### src/rtl/scan_shift_reg.sv
module scan_shift_reg #(
  parameter int NOUT = 240,
  parameter int SYNC = 2
) (
  input  logic              clk,
  input  logic              rst_n,
  input  logic              lp_i,
  input  logic              dir_i,
  input  logic              dual_i,
  input  logic              frame_i,
  input  logic              blank_n_i,
  input  logic              end_a_i,
  output logic              end_a_o,
  output logic              end_a_oe,
  input  logic              end_b_i,
  output logic              end_b_o,
  output logic              end_b_oe,
  input  logic              half_in_i,
  output logic [2*NOUT-1:0] level_o
);
  localparam int HALF = NOUT / 2;

  logic [SYNC-1:0] lp_q, bl_q, a_q, b_q, h_q;
  logic            lp_d;
  logic [NOUT-1:0] chain, nxt;

  wire lp_s = lp_q[SYNC-1];
  wire bl_s = bl_q[SYNC-1];
  wire a_s  = a_q[SYNC-1];
  wire b_s  = b_q[SYNC-1];
  wire h_s  = h_q[SYNC-1];
  wire fall = lp_d & ~lp_s;

  always_ff @(posedge clk) begin
    if (!rst_n) begin
      lp_q <= '0;
      bl_q <= '0;
      a_q  <= '0;
      b_q  <= '0;
      h_q  <= '0;
      lp_d <= 1'b0;
    end else begin
      lp_q <= {lp_q[SYNC-2:0], lp_i};
      bl_q <= {bl_q[SYNC-2:0], blank_n_i};
      a_q  <= {a_q[SYNC-2:0], end_a_i};
      b_q  <= {b_q[SYNC-2:0], end_b_i};
      h_q  <= {h_q[SYNC-2:0], half_in_i};
      lp_d <= lp_s;
    end
  end

  always_comb begin
    if (dir_i) begin
      nxt = {chain[NOUT-2:0], a_s};
      if (dual_i) nxt[HALF] = h_s;
    end else begin
      nxt = {b_s, chain[NOUT-1:1]};
      if (dual_i) nxt[HALF-1] = h_s;
    end
  end

  always_ff @(posedge clk) begin
    if (!rst_n || !bl_s) chain <= '0;
    else if (fall)       chain <= nxt;
  end

  assign end_a_o  = chain[0];
  assign end_b_o  = chain[NOUT-1];
  assign end_a_oe = ~dir_i;
  assign end_b_oe = dir_i;

  for (genvar i = 0; i < NOUT; i++) begin : g_lvl
    assign level_o[2*i +: 2] = !bl_s   ? 2'd0 :
                               frame_i ? (chain[i] ? 2'd0 : 2'd2)
                                       : (chain[i] ? 2'd3 : 2'd1);
  end

  a_r1_hold_without_edge: assert property (@(posedge clk) disable iff (!rst_n)
    (!fall && bl_s) |=> $stable(chain));
  a_r2_entry_low_end: assert property (@(posedge clk) disable iff (!rst_n)
    (fall && bl_s && dir_i) |=> chain[0] == $past(a_s));
  a_r3_entry_high_end: assert property (@(posedge clk) disable iff (!rst_n)
    (fall && bl_s && !dir_i) |=> chain[NOUT-1] == $past(b_s));
  a_r4_half_entry_up: assert property (@(posedge clk) disable iff (!rst_n)
    (fall && bl_s && dir_i && dual_i) |=> chain[HALF] == $past(h_s));
  a_r5_half_entry_down: assert property (@(posedge clk) disable iff (!rst_n)
    (fall && bl_s && !dir_i && dual_i) |=> chain[HALF-1] == $past(h_s));
  a_r6_single_seam: assert property (@(posedge clk) disable iff (!rst_n)
    (fall && bl_s && dir_i && !dual_i) |=> chain[HALF] == $past(chain[HALF-1]));
  a_r7_blank_clears: assert property (@(posedge clk) disable iff (!rst_n)
    !bl_s |=> chain == '0);
endmodule

### config.mk
export PLATFORM = sky130hd
export DESIGN_NAME = scan_shift_reg
export DESIGN_NICKNAME = d
export VERILOG_FILES = /design/src/rtl/scan_shift_reg.sv
export SDC_FILE = /design/constraint.sdc
export NUM_CORES = 1
export LEC_CHECK = 0
export ABC_AREA = 0
export ABC_CLOCK_PERIOD_IN_PS = 31900
export BUFFER_PORTS_ARGS = -buffer_cell sky130_fd_sc_hd__buf_2
export CORE_AREA = 2 2 189 191
export CTS_CLUSTER_SIZE = 8
export DETAILED_ROUTE_END_ITERATION = 10
export DIE_AREA = 0 0 191 193
export GPL_ROUTABILITY_DRIVEN = 0
export HOLD_SLACK_MARGIN = 0.05
export MAX_ROUTING_LAYER = met4
export PLACE_DENSITY_LB_ADDON = 0.12
export SYNTH_ARGS = -nofsm -noshare
export SYNTH_HDL_FRONTEND = slang
export SYNTH_SLANG_ARGS = --single-unit
export TNS_END_PERCENT = 10
### constraint.sdc
create_clock -name clk -period 31.9 [get_ports clk]
set_input_delay 3.19 -clock clk [delete_from_list [all_inputs] [get_ports clk]]
set_output_delay 3.19 -clock clk [all_outputs]
set_load 0.01 [all_outputs]
==> impl_metrics.tcl <==
set metrics [dict create \
    clkTransAtPathRegs_ns 0.05 \
    end_kind "output port" \
    num-fill-cells 3371 \
    synth_xor_area_share_pct 12.4 \
    multi_input_area_sq_um 8980 \
    area_delta_synth_final_pct 7.89 \
    numCtsBuffers 37 \
    timing.final.crit_share_pct 28.8 \
    first_pass_iters 4 \
    die_x_microns 191 \
    synth.distinct_cells 23 \
    finalSetupTns_ns 0 \
    syn_nets 1882 \
    fin_area_sq_um 18200 \
    drc 0 \
    grt_pass1_wl_microns 61100 \
    rsz0062_at_grt "no" \
    antenna_found_initial 3 \
    drt_iter0_drc 627 \
    ys_ff_latch 251 \
    finalHoldViolations 0 \
    htree_levels 2 \
    ir_drop_v 0.0000340 \
    synth_area_sq_um 16900 \
    synth-simple-area-share_pct 14.8 \
    fin_util_pct 52.2 \
    start_util_pct 48.3 \
    ios 494 \
    postCtsSetupRepairBufs 0 \
    worst_r2r_path_depth 6 \
    critPathLaunchType "primary input" \
    drive_gt1_share_pct 28.8 \
    row_count 69 \
    crit_fanout 86 \
    drv_slew 0 \
    cts.repair.resized 0 \
    status "finished clean" \
    muxShareOfSynthArea_pct 14.2 \
    cts_root_buf "clkbuf_16" \
    setup_violations 0 \
    synth_compound_area_share_pct 11.6 \
    arrival_ns 5.99 \
    detail-route-antenna-nets 0 \
    grt_pass1_vias 10700 \
    grt_usage_pct 21.1 \
    nets 2028 \
    synth_cells 1872 \
    viasPerCell 5.01 \
    power_uw 752 \
    port_buffers 493 \
    min_path_cells 1 \
    cts_tree "done" \
    p_leak_nw 9.00 \
    core_area_sq_um 35000 \
    insertion_delay_ns 0.50 \
    layout_commonest_cell "buf_2" \
    path_class "in2out" \
    regArea_sq_um 5030 \
    yosys_warnings 0 \
    fin_crit_ns 9.18 \
    synth-seq-area-share_pct 29.7 \
    relSlewSlack_pct 18.6 \
    required_ns 28.71 \
    routed_wl_microns 40100 \
    syn_area_per_cell_sq_um 9.03 \
    tightest_slew_ns 1.22 \
    place_area_sq_um 17200 \
    synth_top_family_by_area "buffers and inverters" \
    cts.path.max_buffers 3 \
    die_area_sq_um 36900 \
    grt_overflow 0 \
    p_per_area_nw_per_um2 41.2 \
    clock_skew_ns 0.0122 \
    die_h_microns 193 \
    clock_sinks 251 \
    wl_per_cell_microns 16.1 \
    hold_class "reg2reg" \
    grt_start_max_net_pins 278 \
    vias 12500 \
    synthAdderAreaFrac_pct 0 \
    maxCapViolations 0 \
    mostFrequentLayoutCells "buf_2 (491), and2_1 (251), dfxtp_1 (250)" \
    ctsHoldBuffers 0 \
    fmax_ghz 0.109 \
    dpl.hpwl_microns 26500 \
]
==> cell type report <==
class                           instances  area share, %
Clock buffer                           43           5.54
Multi-Input combinational cell       1219           49.3
Sequential cell                       251           27.6
Clock inverter                          1         0.0480
Antenna cell                            3         0.0412
Tap cell                              461           3.16
Inverter                                1         0.0206
Timing Repair Buffer                  508           14.3
==> state kept, by name, indices dropped and copies added (netlist names) <==
signal,count
bl_q,2
b_q,2
lp_d,1
chain,240
h_q,2
a_q,2
lp_q,2
==> kinds of logic (layout without fill, tap and decap cells) <==
group,Yosys count,in the layout
buf+inv,402,553
simple gates,497,497
xor+xnor,240,240
mux,240,240
flops,251,251
compound gates,242,242
other cells,0,3
==> synthesized netlist by cell type, drive strengths merged <==
cell type	number	area share, %
inv	1	0.022
nand2	3	0.067
dfxtp	251	30
nand2b	2	0.074
a211oi	238	11
and2	251	9.3
mux2	1	0.067
a211o	1	0.052
xor2	240	12
clkbuf	44	0.98
nor2b	2	0.089
buf	357	16
nor2	239	5.3
mux2i	239	14
a21oi	2	0.059
o211ai	1	0.044
==> worst max-delay path, cell delays in order <==
cell and delay (ns):
buf_8 0.50, buf_4 0.71, buf_4 0.92, xor2_1 0.15
and2_1 0.21, buf_2 0.13
==> power by group <==
group	switching, mW	internal (mW)	total (mW)
logic	0.0487	0.0311	0.0798
registers	0.00228	0.316	0.318
clock network	0.135	0.219	0.354
total	0.186	0.566	0.752
==> stage by stage <==
stage	worst slack [ns]	std cells	hold WS, ns
finish	22.72	2487	0.426
global route	22.51	2487	0.445
CTS	22.64	2484	0.428
detailed placement	22.68	2440	0.417
global placement	22.72	2440	0.415
floorplan	16.22	1872	0.412
==> layer usage <==
| metal | GRT usage [%] | routed length (microns) | vias up |
|---|---|---|---|
| li1 | - | - | 6315 |
| met1 | 27.7 | 18200 | 5777 |
| met2 | 33.0 | 19000 | 331 |
| met3 | 3.86 | 2180 | 48 |
| met4 | 6.26 | 759 | 0 |
| met5 | - | 0 | - |
==> worst paths after layout <==
check / from / end / slack, ns
worst min-delay path: b_q[0] / b_q[1] / 0.43
worst max register to register: bl_q[1] / chain[74] / 27.35
worst min register to register: b_q[0] / b_q[1] / 0.43
worst max-delay path: frame_i / level_o[479] / 22.72
(Power assumes the default switching activity.)
